$ cat config.mk
export PLATFORM = sky130hd
export DESIGN_NAME = pin_task_unit
export DESIGN_NICKNAME = d
export VERILOG_FILES = /design/src/rtl/ptu_pkg.sv /design/src/rtl/ptu_pin_sync.sv /design/src/rtl/ptu_channel.sv /design/src/rtl/ptu_pin_mux.sv /design/src/rtl/pin_task_unit.sv
export SDC_FILE = /design/constraint.sdc
export NUM_CORES = 1
export LEC_CHECK = 0
export ABC_AREA = 1
export BUFFER_PORTS_ARGS = -buffer_cell sky130_fd_sc_hd__buf_2
export CAP_MARGIN = 10
export CELL_PAD_IN_SITES_DETAIL_PLACEMENT = 1
export CELL_PAD_IN_SITES_GLOBAL_PLACEMENT = 1
export CORE_ASPECT_RATIO = 1.75
export CORE_MARGIN = 1.5
export CORE_UTILIZATION = 44
export DETAILED_ROUTE_END_ITERATION = 8
export GPL_TIMING_DRIVEN = 0
export PLACE_DENSITY_LB_ADDON = 0.1
export SYNTH_ARGS = -nofsm -noshare
export SYNTH_HDL_FRONTEND = slang
export SYNTH_HIERARCHICAL = 1
export SYNTH_SLANG_ARGS = --single-unit
export TNS_END_PERCENT = 1
$ cat constraint.sdc
create_clock -name clk -period 3.25 [get_ports clk]
set_input_delay 0.65 -clock clk [delete_from_list [all_inputs] [get_ports clk]]
set_output_delay 0.65 -clock clk [all_outputs]
set_load 0.05 [all_outputs]
$ cat src/rtl/ptu_pkg.sv
package ptu_pkg;
  localparam logic [1:0] MODE_OFF  = 2'd0;
  localparam logic [1:0] MODE_EVT  = 2'd1;
  localparam logic [1:0] MODE_TASK = 2'd3;

  localparam logic [1:0] POL_NONE = 2'd0;
  localparam logic [1:0] POL_HIGH = 2'd1;
  localparam logic [1:0] POL_LOW  = 2'd2;
  localparam logic [1:0] POL_TOG  = 2'd3;

  localparam int MODE_LSB = 8;
  localparam int POL_LSB  = 12;
  localparam int INIT_BIT = 16;
  localparam int WORD_W   = 32;
endpackage

$ cat src/rtl/ptu_pin_sync.sv
module ptu_pin_sync #(
  parameter int NUM_PINS = 32
) (
  input  logic                clk,
  input  logic                rst_n,
  input  logic [NUM_PINS-1:0] pin_in,
  output logic [NUM_PINS-1:0] sync_now,
  output logic [NUM_PINS-1:0] sync_old
);
  logic [NUM_PINS-1:0] stage1_q, stage2_q, last_q;

  always_ff @(posedge clk) begin
    if (!rst_n) begin
      stage1_q <= '0;
      stage2_q <= '0;
      last_q   <= '0;
    end else begin
      stage1_q <= pin_in;
      stage2_q <= stage1_q;
      last_q   <= stage2_q;
    end
  end

  assign sync_now = stage2_q;
  assign sync_old = last_q;


  sync_depth_chk: assert property (@(posedge clk) disable iff (!rst_n)
    1'b1 |=> (sync_old == $past(sync_now)));
endmodule

$ cat src/rtl/ptu_channel.sv
module ptu_channel
  import ptu_pkg::*;
#(
  parameter int NUM_PINS = 32,
  localparam int PSW = $clog2(NUM_PINS)
) (
  input  logic                clk,
  input  logic                rst_n,
  input  logic                cfg_we,
  input  logic                flag_we,
  input  logic [WORD_W-1:0]   wdata,
  input  logic                task_set,
  input  logic                task_clr,
  input  logic                task_out,
  input  logic [NUM_PINS-1:0] sync_now,
  input  logic [NUM_PINS-1:0] sync_old,
  output logic [PSW-1:0]      pin_sel,
  output logic                is_task,
  output logic                is_evt,
  output logic                tval,
  output logic                flag,
  output logic [WORD_W-1:0]   cfg_word
);
  logic [PSW-1:0] sel_q;
  logic [1:0]     mode_q, pol_q;
  logic           init_q;
  logic           tval_q, flag_q;
  logic           enter_task, edge_hit, cur_v, old_v, clr_req;

  always_ff @(posedge clk) begin
    if (!rst_n) begin
      sel_q  <= '0;
      mode_q <= MODE_OFF;
      pol_q  <= POL_NONE;
      init_q <= 1'b0;
    end else if (cfg_we) begin
      sel_q  <= wdata[PSW-1:0];
      mode_q <= wdata[MODE_LSB +: 2];
      pol_q  <= wdata[POL_LSB +: 2];
      init_q <= wdata[INIT_BIT];
    end
  end

  assign is_task    = (mode_q == MODE_TASK);
  assign is_evt     = (mode_q == MODE_EVT);
  assign enter_task = cfg_we && (wdata[MODE_LSB +: 2] == MODE_TASK) && !is_task;

  // Task output value keeps its content through reset; it is reloaded on task entry.
  always_ff @(posedge clk) begin
    if (enter_task) begin
      tval_q <= wdata[INIT_BIT];
    end else if (is_task) begin
      if (task_clr) begin
        tval_q <= 1'b0;
      end else if (task_set) begin
        tval_q <= 1'b1;
      end else if (task_out) begin
        case (pol_q)
          POL_HIGH: tval_q <= 1'b1;
          POL_LOW:  tval_q <= 1'b0;
          POL_TOG:  tval_q <= ~tval_q;
          default:  tval_q <= tval_q;
        endcase
      end
    end
  end

  assign cur_v = sync_now[sel_q];
  assign old_v = sync_old[sel_q];

  always_comb begin
    case (pol_q)
      POL_HIGH: edge_hit = cur_v & ~old_v;
      POL_LOW:  edge_hit = ~cur_v & old_v;
      POL_TOG:  edge_hit = cur_v ^ old_v;
      default:  edge_hit = 1'b0;
    endcase
  end

  assign clr_req = flag_we && !wdata[0];

  always_ff @(posedge clk) begin
    if (!rst_n) begin
      flag_q <= 1'b0;
    end else if (is_evt && edge_hit) begin
      flag_q <= 1'b1;
    end else if (clr_req) begin
      flag_q <= 1'b0;
    end
  end

  always_comb begin
    cfg_word = '0;
    cfg_word[PSW-1:0]        = sel_q;
    cfg_word[MODE_LSB +: 2]  = mode_q;
    cfg_word[POL_LSB +: 2]   = pol_q;
    cfg_word[INIT_BIT]       = init_q;
  end

  assign pin_sel = sel_q;
  assign tval    = tval_q;
  assign flag    = flag_q;


  clr_wins_chk: assert property (@(posedge clk) disable iff (!rst_n)
    (is_task && task_clr) |=> !tval_q);

  set_high_chk: assert property (@(posedge clk) disable iff (!rst_n)
    (is_task && task_set && !task_clr) |=> tval_q);

  idle_hold_chk: assert property (@(posedge clk) disable iff (!rst_n)
    (!is_task && !enter_task) |=> $stable(tval_q));

  flag_sticky_chk: assert property (@(posedge clk) disable iff (!rst_n)
    (flag_q && !clr_req) |=> flag_q);

  flag_src_chk: assert property (@(posedge clk) disable iff (!rst_n)
    $rose(flag_q) |-> $past(is_evt));
endmodule

$ cat src/rtl/ptu_pin_mux.sv
module ptu_pin_mux #(
  parameter int NUM_CH   = 4,
  parameter int NUM_PINS = 32,
  localparam int PSW = $clog2(NUM_PINS)
) (
  input  logic [NUM_CH-1:0][PSW-1:0] ch_sel,
  input  logic [NUM_CH-1:0]          ch_task,
  input  logic [NUM_CH-1:0]          ch_evt,
  input  logic [NUM_CH-1:0]          ch_tval,
  input  logic [NUM_PINS-1:0]        gpio_out_reg,
  input  logic [NUM_PINS-1:0]        gpio_dir_reg,
  output logic [NUM_PINS-1:0]        pin_out,
  output logic [NUM_PINS-1:0]        pin_dir
);
  always_comb begin
    pin_out = gpio_out_reg;
    pin_dir = gpio_dir_reg;
    for (int p = 0; p < NUM_PINS; p++) begin
      // Event claims first, then task claims; descending order lets the lowest channel win.
      for (int c = NUM_CH - 1; c >= 0; c--) begin
        if (ch_evt[c] && (ch_sel[c] == PSW'(p))) begin
          pin_out[p] = 1'b0;
          pin_dir[p] = 1'b0;
        end
      end
      for (int c = NUM_CH - 1; c >= 0; c--) begin
        if (ch_task[c] && (ch_sel[c] == PSW'(p))) begin
          pin_out[p] = ch_tval[c];
          pin_dir[p] = 1'b1;
        end
      end
    end
  end
endmodule

$ cat src/rtl/pin_task_unit.sv
module pin_task_unit
  import ptu_pkg::*;
#(
  parameter int NUM_CH   = 4,
  parameter int NUM_PINS = 32,
  localparam int AW  = $clog2(2 * NUM_CH),
  localparam int PSW = $clog2(NUM_PINS)
) (
  input  logic                clk,
  input  logic                rst_n,
  input  logic                wr_en,
  input  logic [AW-1:0]       wr_addr,
  input  logic [WORD_W-1:0]   wr_data,
  input  logic                rd_en,
  input  logic [AW-1:0]       rd_addr,
  output logic [WORD_W-1:0]   rd_data,
  input  logic [NUM_CH-1:0]   task_set,
  input  logic [NUM_CH-1:0]   task_clr,
  input  logic [NUM_CH-1:0]   task_out,
  input  logic [NUM_PINS-1:0] gpio_out_reg,
  input  logic [NUM_PINS-1:0] gpio_dir_reg,
  input  logic [NUM_PINS-1:0] pin_in,
  output logic [NUM_PINS-1:0] pin_out,
  output logic [NUM_PINS-1:0] pin_dir
);
  logic [NUM_PINS-1:0]             sync_now, sync_old;
  logic [NUM_CH-1:0][PSW-1:0]      ch_sel;
  logic [NUM_CH-1:0]               ch_task, ch_evt, ch_tval, ch_flag;
  logic [NUM_CH-1:0][WORD_W-1:0]   ch_cfg;
  logic [WORD_W-1:0]               rd_mux, rd_q;

  ptu_pin_sync #(.NUM_PINS(NUM_PINS)) u_sync (
    .clk      (clk),
    .rst_n    (rst_n),
    .pin_in   (pin_in),
    .sync_now (sync_now),
    .sync_old (sync_old)
  );

  for (genvar c = 0; c < NUM_CH; c++) begin : g_ch
    ptu_channel #(.NUM_PINS(NUM_PINS)) u_ch (
      .clk      (clk),
      .rst_n    (rst_n),
      .cfg_we   (wr_en && (wr_addr == AW'(c))),
      .flag_we  (wr_en && (wr_addr == AW'(NUM_CH + c))),
      .wdata    (wr_data),
      .task_set (task_set[c]),
      .task_clr (task_clr[c]),
      .task_out (task_out[c]),
      .sync_now (sync_now),
      .sync_old (sync_old),
      .pin_sel  (ch_sel[c]),
      .is_task  (ch_task[c]),
      .is_evt   (ch_evt[c]),
      .tval     (ch_tval[c]),
      .flag     (ch_flag[c]),
      .cfg_word (ch_cfg[c])
    );
  end

  ptu_pin_mux #(.NUM_CH(NUM_CH), .NUM_PINS(NUM_PINS)) u_mux (
    .ch_sel       (ch_sel),
    .ch_task      (ch_task),
    .ch_evt       (ch_evt),
    .ch_tval      (ch_tval),
    .gpio_out_reg (gpio_out_reg),
    .gpio_dir_reg (gpio_dir_reg),
    .pin_out      (pin_out),
    .pin_dir      (pin_dir)
  );

  always_comb begin
    rd_mux = '0;
    for (int c = 0; c < NUM_CH; c++) begin
      if (rd_addr == AW'(c))          rd_mux = ch_cfg[c];
      if (rd_addr == AW'(NUM_CH + c)) rd_mux = {{(WORD_W-1){1'b0}}, ch_flag[c]};
    end
  end

  always_ff @(posedge clk) begin
    if (!rst_n)      rd_q <= '0;
    else if (rd_en)  rd_q <= rd_mux;
  end

  assign rd_data = rd_q;


  ch0_owns_chk: assert property (@(posedge clk) disable iff (!rst_n)
    ch_task[0] |-> ((pin_out[ch_sel[0]] == ch_tval[0]) && pin_dir[ch_sel[0]]));

  evt_input_chk: assert property (@(posedge clk) disable iff (!rst_n)
    (ch_evt[0] && !(|ch_task)) |-> (!pin_dir[ch_sel[0]] && !pin_out[ch_sel[0]]));
endmodule

Word level (Yosys, flattened, before mapping)
Cells that the tools add are included.
W data, S select, Z words.
{"block": "word_totals", "regBits": 176, "input_bits": 150, "wordCells": 1098}
{"block": "op_classes", "n_lt_le_gt_ge": 4, "n_eq_ne": 159, "mux": 572, "bitwise_logic": 24, "n_reduce_logical": 311}
{"cell": "$mux W1", "count": 548}
{"cell": "$eq A5 B5 Y1 const B", "count": 64}
{"cell": "$logic_and A1 B1 Y1", "count": 280}
{"cell": "$mux W32", "count": 7}
{"cell": "$eq A5 B4 Y1 const B", "count": 32}
{"cell": "$eq A5 B3 Y1 const B", "count": 16}
{"cell": "$bmux W1 S5", "count": 8}
{"cell": "$eq A5 B2 Y1 const B", "count": 8}
{"cell": "$eq A2 B2 Y1 const B", "count": 13}
{"cell": "$eq A3 B3 Y1 const B", "count": 8}
{"cell": "$lt A5 B6 Y1 const B", "count": 4}
{"cell": "$pmux W1 S3", "count": 8}
{"cell": "$reduce_bool A6 Y1", "count": 4}
{"cell": "$eq A5 B1 Y1 const B", "count": 4}
{"cell": "$logic_not A5 Y1", "count": 4}
{"cell": "$mux W17", "count": 1}
{"cell": "$eq A2 B1 Y1 const B", "count": 8}
{"cell": "$reduce_bool A2 Y1", "count": 8}
{"cell": "$reduce_bool A4 Y1", "count": 4}
{"cell": "$eq A3 B2 Y1 const B", "count": 4}
{"cell": "$not A1 Y1", "count": 12}
{"cell": "$reduce_and A3 Y1", "count": 4}
{"cell": "$and A1 B1 Y1", "count": 8}
{"cell": "$eq A3 B1 Y1 const B", "count": 2}
{"cell": "other kinds (3)", "count": 11}

Longest topological paths before layout
Gate-level depths: netlist of the first run.
{"block": "logic_depth", "depth_word": 10, "depth_mapped": 16, "depth_no_buf": 14}

Cells and area by module
The synthesis of the first run kept the hierarchy.
{"mod": "ptu_channel", "n_inst": 4, "cells_each": 256, "area_per_inst_um2": 1542.7, "seq_area_each_um2": 250.2}
{"mod": "ptu_pin_mux", "n_inst": 1, "cells_each": 1050, "area_per_inst_um2": 4782.1, "seq_area_each_um2": 0.0}
{"mod": "ptu_pin_sync", "n_inst": 1, "cells_each": 299, "area_per_inst_um2": 2760.1, "seq_area_each_um2": 1921.8}
{"mod": "pin_task_unit", "n_inst": 1, "cells_each": 363, "area_per_inst_um2": 2462.4, "seq_area_each_um2": 640.6}

Least setup slack after synthesis of the first run
OpenSTA, ideal clock, no wires.
{"block": "synth_timing", "path_kind": "reg-to-output", "from": "register g_ch[1].u_ch.sel_q[4]", "to": "output port pin_out[23]", "arrival_time_ns": 2.083, "setup_slack_ns": 0.517, "path_stages_with_launch": 9, "cell_sequence": "dfxtp_1 > buf_4 > buf_2 > buf_4 > buf_2 > nand3_1 > o21ai_0 > inv_1 > a21oi_1"}
{"block": "synth_between", "elab_chain_cells": 8, "elab_cells_between_ends": 9, "cone_classes": "1 x eq/ne; 6 x mux; 2 x reduce/logical"}
{"element": "start, declared", "line": "ptu_channel.sv:24", "text": "logic [PSW-1:0] sel_q;"}
{"element": "start signal, assigned", "line": "ptu_channel.sv:37", "text": "sel_q <= wdata[PSW-1:0];"}
{"element": "$eq A5 B5 Y1 *", "line": "ptu_pin_mux.sv:21, ptu_pin_mux.sv:27"}
{"element": "$logic_and A1 B1 Y1", "line": "ptu_pin_mux.sv:21", "text": "if (ch_evt[c] && (ch_sel[c] == PSW'(p))) begin"}
{"element": "$mux W1 (2 in series)", "line": "ptu_pin_mux.sv:21"}
{"element": "$mux W1 (2 in series)", "line": "ptu_pin_mux.sv:27", "text": "if (ch_task[c] && (ch_sel[c] == PSW'(p))) begin"}
{"element": "$mux W1 * (2 in series)", "line": "ptu_pin_mux.sv:27"}
{"element": "end, declared", "line": "pin_task_unit.sv:23", "text": "output logic [NUM_PINS-1:0] pin_out,"}
Every way passes the cells marked *; elsewhere a longest branch is shown, timed or not.

Worst setup path in the final report of the first run
{"block": "layout_timing", "from": "register g_ch[2].u_ch.mode_q[0]", "to": "output port pin_out[24]"}
{"block": "layout_between", "elab_cells_between_ends": 11, "cone_classes": "2 x eq/ne; 7 x mux; 2 x reduce/logical"}
{"element": "start, declared", "line": "ptu_channel.sv:25", "text": "logic [1:0] mode_q, pol_q;"}
{"element": "start signal, assigned", "line": "ptu_channel.sv:38", "text": "mode_q <= wdata[MODE_LSB +: 2];"}
{"element": "$eq A2 B2 Y1", "line": "ptu_channel.sv:44", "text": "assign is_task = (mode_q == MODE_TASK);"}
{"element": "net ch_task[2]", "line": "pin_task_unit.sv:28", "text": "logic [NUM_CH-1:0] ch_task, ch_evt, ch_tval, ch_flag;"}
{"element": "$logic_and A1 B1 Y1", "line": "ptu_pin_mux.sv:27"}
{"element": "$mux W1 (3 in series)", "line": "ptu_pin_mux.sv:27"}
The timed path passes the listed nets, and every way through them passes these cells.

==> results by group, run 1 <==
Final layout
  – Design area: 0.01926 mm2
  – Area Overhead vs Synth: 19.08%
  – # diodes: 0
  – Net count, final: 3239
  – Proportion of layout cells with a drive suffix above 1: 23.16%

Setup path
  – CP Cell Sequence: nand2_1, clkinvlp_4, inv_1, buf_4, nor2_1, a21boi_0, nand2_1, a21oi_1, clkbuf_4
  – Maximum fanout along the worst path: 10
  – Critical Path AT: 2.65 ns
  – Most used cell along the critical path: sky130_fd_sc_hd__nand2_1
  – Element type at the critical path end: output pin
  – Worst setup path category: register to output pin
  – Buf/Inv on CP: 4
  – Library cell contributing the largest single delay on the critical path: sky130_fd_sc_hd__dfxtp_1
  – Critical path launch point type: register
  – CP required: 2.60 ns
  – CP delay by family, top: buffers and inverters
  – Worst path max stage delay: 0.36 ns

Global routing
  – Met1 Resource Use GR: 42.81%
  – Overflow left after global routing: 0
  – First-pass GRT wire length: 126.4 mm
  – Pin count of the biggest net entering global routing: 41
  – Met2 routing resource usage after global routing: 77.12%
  – Via count of the first global-routing pass: 21881
  – Antenna violations before repair: 1
  – Met3 layer usage reported by global route: 8.861%
  – Busiest layer in global routing: met2
  – Gr usage total: 44.36%

Pwr
  – Power per cell area: 318.9 mW/mm2
  – Switching share of power: 37.19%
  – Relative contribution of combinational cells to total power: 25.3%
  – Seq pwr share: 37.9%
  – LEAKAGE: 9.714 nW
  – Post-layout power: 6.143 mW
  – Int Power: 3.859 mW
  – Net Sw Power: 2.285 mW
  – Clock network fraction of total power: 36.7%
  – VDD IR-drop max: 0.0004515 V

Die
  – Chip Width: 147.9 um
  – Area of the die: 0.03797 mm2
  – Effective utilization at floorplan: 44.75%
  – IO Count: 246
  – Chip height: 256.6 um
  – Floorplan core area: 0.03614 mm2
  – Number of standard-cell rows in the floorplan: 92

Clock network
  – Number of levels in the clock H-tree: 4
  – TritonCTS Sinks: 176
  – TritonCTS clock tree: yes
  – Clock insertion delay at the later pin of the skew report: 0.47 ns
  – Clock Tree Root: sky130_fd_sc_hd__clkbuf_16
  – Worst-path clk slew: 0.09 ns
  – Number of buffers on the longest clock path: 2
  – CTS buffer count: 17

Synth
  – Synthesized cell area: 0.01618 mm2
  – Warning count from the yosys run: 6
  – Average cell area after synthesis: 5.912 um2
  – Gate Count Post-Synth: 2736
  – Part of the Yosys area used for sequential elements: 22.03%
  – FF+latch count, synth: 176
  – Number of distinct standard cells referenced by the synthesized netlist: 38

Placement
  – Gpl congestion: 1.059
  – Total of buffers placed on input and output ports: 221
  – HPWL after detailed placement: 64.23 mm
  – DP Area: 0.01818 mm2

Routing
  – Detailed-route via count: 21180
  – DRT Pass-1 Iters: 6
  – DRT iter0 DRCs: 1633
  – Ratio of routed vias to standard cells: 5.970
  – Routed length per instance: 24.25 um
  – WL final: 86.04 mm
  – Detail Route Antenna Nets: 0
  – Total DRC errors in the routed layout: 0

STA
  – Fmax: 303.2 MHz
  – Maximum clock skew at final layout: 0.01944 ns
  – Final Hold Vio Count: 0
  – Final setup vio count: 1
  – Max-slew violations: 0
  – Actual slew at the worst max-slew pin: 0.8696 ns
  – Remaining max-slew budget at the tightest pin: 42.03%
  – Worst Slack Setup Final: -0.04809 ns
  – Setup repair after global routing missed its margin: yes
  – Minimum period implied by the final worst setup slack: 3.298 ns
  – Tcrit/Tclk final: 101.5%

Job
  – Max-cap viol count: 0

Hold path
  – Worst min path class: input port to register

Run status
  – Violations in the final reports: setup timing
  – Status: complete, but fails checks
==> final timing paths <==
kind	from	end	slack, ns	cells past startpoint
setup / recovery	g_ch[2].u_ch/mode_q[0]	pin_out[24]	-0.05	9
hold / removal	pin_in[1]	u_sync/stage1_q[1]	0.36	3
setup reg to reg	g_ch[2].u_ch/pin_sel[2]	g_ch[2].u_ch/flag	0.15	12
hold reg to reg	u_sync/stage1_q[16]	u_sync/sync_now[16]	0.42	2
==> layout make-up <==
type / instances / area (um2)
inverter: 277 / 1095
buffer: 285 / 2156
clock inverter: 15 / 207.7
clock buffer: 17 / 425.4
fill: 5215 / 16880
sequential: 176 / 3596
tap: 470 / 588.1
multi-input combinational: 2082 / 10010
timing repair buffer: 226 / 1184
==> state kept, by name, indices dropped and copies added (netlist names) <==
name / flops
rd_data: 32
g_ch.u_ch/flag: 4
u_sync/sync_now: 32
g_ch.u_ch/mode_q: 8
u_sync/sync_old: 32
u_sync/stage1_q: 32
g_ch.u_ch/pin_sel: 20
g_ch.u_ch/init_q: 4
g_ch.u_ch/pol_q: 8
g_ch.u_ch/tval: 4
==> cells in the final DEF (no fill, tap or decap), types with 5 or more instances in the layout <==
| master | netlist | routed |
|---|---|---|
| sky130_fd_sc_hd__nand2_1 | 834 | 819 |
| sky130_fd_sc_hd__nand3_1 | 415 | 414 |
| sky130_fd_sc_hd__buf_2 | 62 | 258 |
| sky130_fd_sc_hd__inv_1 | 250 | 248 |
| sky130_fd_sc_hd__nand4_1 | 210 | 210 |
| sky130_fd_sc_hd__nor2_1 | 200 | 159 |
| sky130_fd_sc_hd__dfxtp_1 | 172 | 154 |
| sky130_fd_sc_hd__buf_4 | 128 | 143 |
| sky130_fd_sc_hd__o21ai_0 | 89 | 89 |
| sky130_fd_sc_hd__conb_1 | 4 | 88 |
| sky130_fd_sc_hd__a21oi_1 | 81 | 81 |
| sky130_fd_sc_hd__nand2_2 | 43 | 58 |
| sky130_fd_sc_hd__buf_6 | 38 | 40 |
| sky130_fd_sc_hd__nor2_2 | 8 | 34 |
| sky130_fd_sc_hd__a21oi_2 | 30 | 30 |
| sky130_fd_sc_hd__clkbuf_4 | 0 | 25 |
| sky130_fd_sc_hd__ha_1 | 24 | 24 |
| sky130_fd_sc_hd__clkbuf_2 | 0 | 19 |
| sky130_fd_sc_hd__nor2_4 | 2 | 17 |
| sky130_fd_sc_hd__clkbuf_16 | 0 | 17 |
| sky130_fd_sc_hd__inv_2 | 15 | 15 |
| sky130_fd_sc_hd__clkbuf_1 | 41 | 15 |
| sky130_fd_sc_hd__dfxtp_2 | 0 | 14 |
| sky130_fd_sc_hd__o21a_1 | 13 | 13 |
| sky130_fd_sc_hd__a21boi_0 | 9 | 9 |
| sky130_fd_sc_hd__inv_8 | 4 | 8 |
| sky130_fd_sc_hd__buf_8 | 7 | 7 |
| sky130_fd_sc_hd__o2111ai_1 | 7 | 7 |
| sky130_fd_sc_hd__a211oi_1 | 5 | 5 |
==> worst min-delay path, delay by kind of cell <==
family        cells  cell delay (ns)
simple gates      1             0.04
buf+inv           2             0.11
==> power by group through the flow <==
stage               clock network (mW)  registers [mW]  logic (mW)
floorplan                            0            2.40       0.919
global placement                     0            2.37        1.41
detailed placement                   0            2.38        1.45
CTS                               2.27            2.33        1.47
global route                      2.38            2.34        1.63
finish                            2.26            2.33        1.56
==> cells by family (layout without fill, tap and decap cells) <==
group           after synthesis  count (layout)  synth area share [%]
simple gates               1721            1721                 47.42
buf+inv                     562             820                 19.39
compound gates              249             249                 9.205
flops                       176             176                 22.03
fa+ha+maj                    24              24                 1.856
other cells                   4              88               0.09279
==> Yosys cell counts, drive strengths merged <==
library cell,instances,share of area (%)
buf,244,12
nor3,4,0.12
nor2,210,5.1
o21ai,91,2.8
nand2,877,21
a21boi,9,0.42
a21oi,111,4.1
o2111ai,7,0.38
a211oi,5,0.23
a31oi,1,0.039
o211ai,4,0.19
conb,4,0.093
ha,24,1.9
edfxtp,4,0.74
nand3,415,13
clkbuf,41,0.95
nor3b,1,0.046
dfxtp,172,21
nand3b,4,0.19
clkinv,4,0.093
inv,273,6.6
nand4,210,8.1
a211o,4,0.22
o31ai,4,0.19
o21a,13,0.60
==> per-layer routing <==
layer | vias up | part of all wire [%]
li1 | 9416 | -
met1 | 10078 | 33
met2 | 1211 | 49
met3 | 473 | 7.6
met4 | 2 | 10
met5 | - | 0.020
==> stage by stage <==
stage	hold WS [ns]	std cells	setup TNS [ns]	setup slack [ns]	util (%)
finish	0.3575	3548	-0.04809	-0.04809	53.29
global route	0.3572	3548	-0.7249	-0.09783	53.29
CTS	0.3513	3544	-0.01668	-0.01173	52.39
detailed placement	0.4004	3511	0	0.06494	50.31
global placement	0.3928	3511	0	0.07087	50.31
floorplan	0.3905	2820	0	0.5169	-
==> repair_timing <==
action                     4_1_cts  5_1_grt
resized for setup               58      131
setup buffers                    1        4
hold buffers                     0        0
setup endpoints to repair       63       65
(Power assumes the default switching activity.)
==> run 2: changes to the inputs <==
--- a/config.mk
+++ b/config.mk
@@ -15,6 +15,7 @@
 export CORE_UTILIZATION = 44
 export DETAILED_ROUTE_END_ITERATION = 8
 export GPL_TIMING_DRIVEN = 0
+export MAX_ROUTING_LAYER = met4
 export PLACE_DENSITY_LB_ADDON = 0.1
 export SYNTH_ARGS = -nofsm -noshare
 export SYNTH_HDL_FRONTEND = slang
==> run 2 against run 1 <==
  * The flow still finishes with violations (setup timing)
  * Critical path depth grew 3
  * Sequential share of layout area about the same
  * Global-route usage is 1.6 points higher
  * Clock power is essentially flat
  * Count of clock-buffer cells in the layout unchanged
  * Via count up 0.43%
  * Non-clock buffer count rose by 2
  * Total power is 0.56% lower
  * Highest routed layer is now met4
==> results by group, run 2 (synthesized netlist as in run 1, its figures left out) <==
Routing
  – Total DRC errors in the routed layout: 0 (unchanged)
  – Routed length per instance: 24.33 um (+0.32%)
  – Ratio of routed vias to standard cells: 5.990 (+0.35%)
  – WL final: 86.40 mm (+0.41%)
  – DRT iter0 DRCs: 1654 (+1.3%)
  – DRT Pass-1 Iters: 7 (+1)
  – Detailed-route via count: 21272 (+0.43%)
  – Detail Route Antenna Nets: 0 (unchanged)

STA
  – Total negative setup slack: -0.1133 ns (-0.06525 ns)
  – Tcrit/Tclk final: 101.6% (about the same)
  – Hold WS: 0.3629 ns (+0.005435 ns)
  – Final setup vio count: 6 (+5)
  – Remaining max-slew budget at the tightest pin: 45.62% (+3.6 points)
  – Worst Slack Setup Final: -0.05118 ns (-0.003086 ns)
  – Fmax: 302.9 MHz (about the same)
  – Setup repair after global routing missed its margin: yes
  – Final Hold Vio Count: 0 (unchanged)
  – Maximum clock skew at final layout: 0.02178 ns (+0.002340 ns)
  – Max-slew violations: 0 (unchanged)
  – Actual slew at the worst max-slew pin: 0.8156 ns (-0.05393 ns)
  – Minimum period implied by the final worst setup slack: 3.301 ns (+0.003086 ns)

Setup path
  – Worst setup path category: register to output pin
  – Critical path launch point type: register
  – Element type at the critical path end: output pin
  – CP required: 2.60 ns (about the same)
  – Critical Path AT: 2.65 ns (about the same)
  – Maximum fanout along the worst path: 10 (unchanged)

Clock network
  – Number of buffers on the longest clock path: 2 (unchanged)
  – Number of levels in the clock H-tree: 4 (unchanged)
  – Worst-path clk slew: 0.08 ns (about the same)
  – Clock insertion delay at the later pin of the skew report: 0.47 ns (about the same)
  – TritonCTS clock tree: yes
  – Quantity of hold-fixing buffers added after cts: 0 (unchanged)
  – Clock Tree Root: sky130_fd_sc_hd__clkbuf_16
  – CTS buffer count: 17 (unchanged)
  – TritonCTS Sinks: 176 (unchanged)

Final layout
  – Net count, final: 3241 (+0.062%)
  – Area Overhead vs Synth: 18.41%
  – Proportion of layout cells with a drive suffix above 1: 22.40% (-0.76 points)
  – Most common library cell in the layout ignoring fill and taps: sky130_fd_sc_hd__nand2_1
  – Commonest cells after routing, fill and taps aside: sky130_fd_sc_hd__nand2_1 (829), sky130_fd_sc_hd__nand3_1 (415), sky130_fd_sc_hd__buf_2 (262)

Pwr
  – Power per cell area: 319.0 mW/mm2 (about the same)
  – LEAKAGE: 9.683 nW (-0.31%)
  – VDD IR-drop max: 0.0003948 V (-13%)
  – Post-layout power: 6.109 mW (-0.56%)

Die
  – IO Count: 246 (unchanged)
  – Chip height: 256.6 um (unchanged)
  – Chip Width: 147.9 um (unchanged)
  – Floorplan core area: 0.03614 mm2 (unchanged)
  – Effective utilization at floorplan: 44.75% (unchanged)
  – Area of the die: 0.03797 mm2 (unchanged)
  – Number of standard-cell rows in the floorplan: 92 (unchanged)

Placement
  – Total of buffers placed on input and output ports: 221 (unchanged)
  – Gpl congestion: 1.083 (+2.2%)
  – Worst setup slack before clock tree synthesis: -0.02117 ns (-0.08611 ns)
  – HPWL after detailed placement: 64.87 mm (+1.0%)

Run status
  – Status: complete, but fails checks
  – Violations in the final reports: setup timing

Hold path
  – Worst min path class: input port to register

Global routing
  – Antenna violations before repair: 1 (unchanged)
  – Via count of the first global-routing pass: 22307 (+1.9%)
  – Gr usage total: 45.94% (+1.6 points)
  – Pin count of the biggest net entering global routing: 41 (unchanged)
  – First-pass GRT wire length: 127.9 mm (+1.1%)
  – Overflow left after global routing: 0 (unchanged)

Job
  – Max-cap viol count: 0 (unchanged)
run 2: cell types whose count changed in the layout (fill, tap and decap cells not counted), moves of 3 or more:
cell,delta
sky130_fd_sc_hd__buf_2,+4
sky130_fd_sc_hd__nor2_4,-8
sky130_fd_sc_hd__nand2_1,+10
sky130_fd_sc_hd__inv_6,+3
sky130_fd_sc_hd__dfxtp_1,+3
sky130_fd_sc_hd__clkbuf_4,-9
sky130_fd_sc_hd__dfxtp_4,-3
sky130_fd_sc_hd__nand2_2,-10
sky130_fd_sc_hd__nor2_1,+8
run 2: worst paths after layout:
| check | from | end | slack [ns] | cells after the start |
|---|---|---|---|---|
| max | g_ch[2].u_ch/mode_q[1] | pin_out[20] | -0.05 | 12 |
| min | pin_in[5] | u_sync/stage1_q[5] | 0.36 | 3 |
| max reg2reg | g_ch[0].u_ch/pin_sel[2] | g_ch[0].u_ch/flag | 0.01 | 12 |
| min reg2reg | u_sync/stage1_q[31] | u_sync/sync_now[31] | 0.41 | 2 |
run 2: area by class of cell:
cell class / instances / area (um2)
fillers: 5173 / 16990
diodes: 1 / 2.502
flip-flops and latches: 176 / 3585
plain buffers: 285 / 2133
clock inverters: 15 / 202.7
multi-input cells: 2082 / 9921
well taps: 470 / 588.1
repair buffers: 228 / 1201
inverters: 277 / 1095
clock buffers: 17 / 425.4
run 2: critical path, stage by stage, from the launching register on:
cell and delay [ns]:
sky130_fd_sc_hd__dfxtp_1 0.35, sky130_fd_sc_hd__nand2_1 0.19, sky130_fd_sc_hd__clkinvlp_4 0.29, sky130_fd_sc_hd__inv_1 0.19
sky130_fd_sc_hd__buf_2 0.30, sky130_fd_sc_hd__nor2_1 0.12, sky130_fd_sc_hd__nor2_1 0.14, sky130_fd_sc_hd__nand2_1 0.09
sky130_fd_sc_hd__nand2_1 0.07, sky130_fd_sc_hd__nand2_1 0.06, sky130_fd_sc_hd__nand2_1 0.06, sky130_fd_sc_hd__nand2_1 0.10
sky130_fd_sc_hd__buf_2 0.23
run 2: power breakdown:
| part | internal (mW) | switching [mW] | total, mW |
|---|---|---|---|
| sequential | 2.24 | 0.0887 | 2.33 |
| combinational | 0.483 | 1.07 | 1.55 |
| clock | 1.12 | 1.10 | 2.23 |
| total | 3.85 | 2.26 | 6.11 |
run 2: repair_timing:
action,in CTS,in global routing
buffers inserted,1,6
gates resized for setup,65,70
setup endpoints to repair,63,51
run 2: metal layers:
| metal | global-route usage (%) | wire length, um | up-vias |
|---|---|---|---|
| li1 | - | - | 9440 |
| met1 | 43.45 | 28050 | 9981 |
| met2 | 78.53 | 42530 | 1312 |
| met3 | 8.399 | 6800 | 539 |
| met4 | 41.14 | 9023 | 0 |
| met5 | - | 0 | - |
run 2: metrics by stage:
| stage | cells | utilization, % | instance area (um2) |
|---|---|---|---|
| after global routing | 3551 | 52.99 | 19150 |
| after CTS | 3544 | 52.42 | 18950 |
| after floorplan | 2820 | - | 16490 |
| after detailed placement | 3511 | 50.31 | 18180 |
| after global placement | 3511 | 50.31 | 18180 |
| final | 3551 | 52.99 | 19150 |
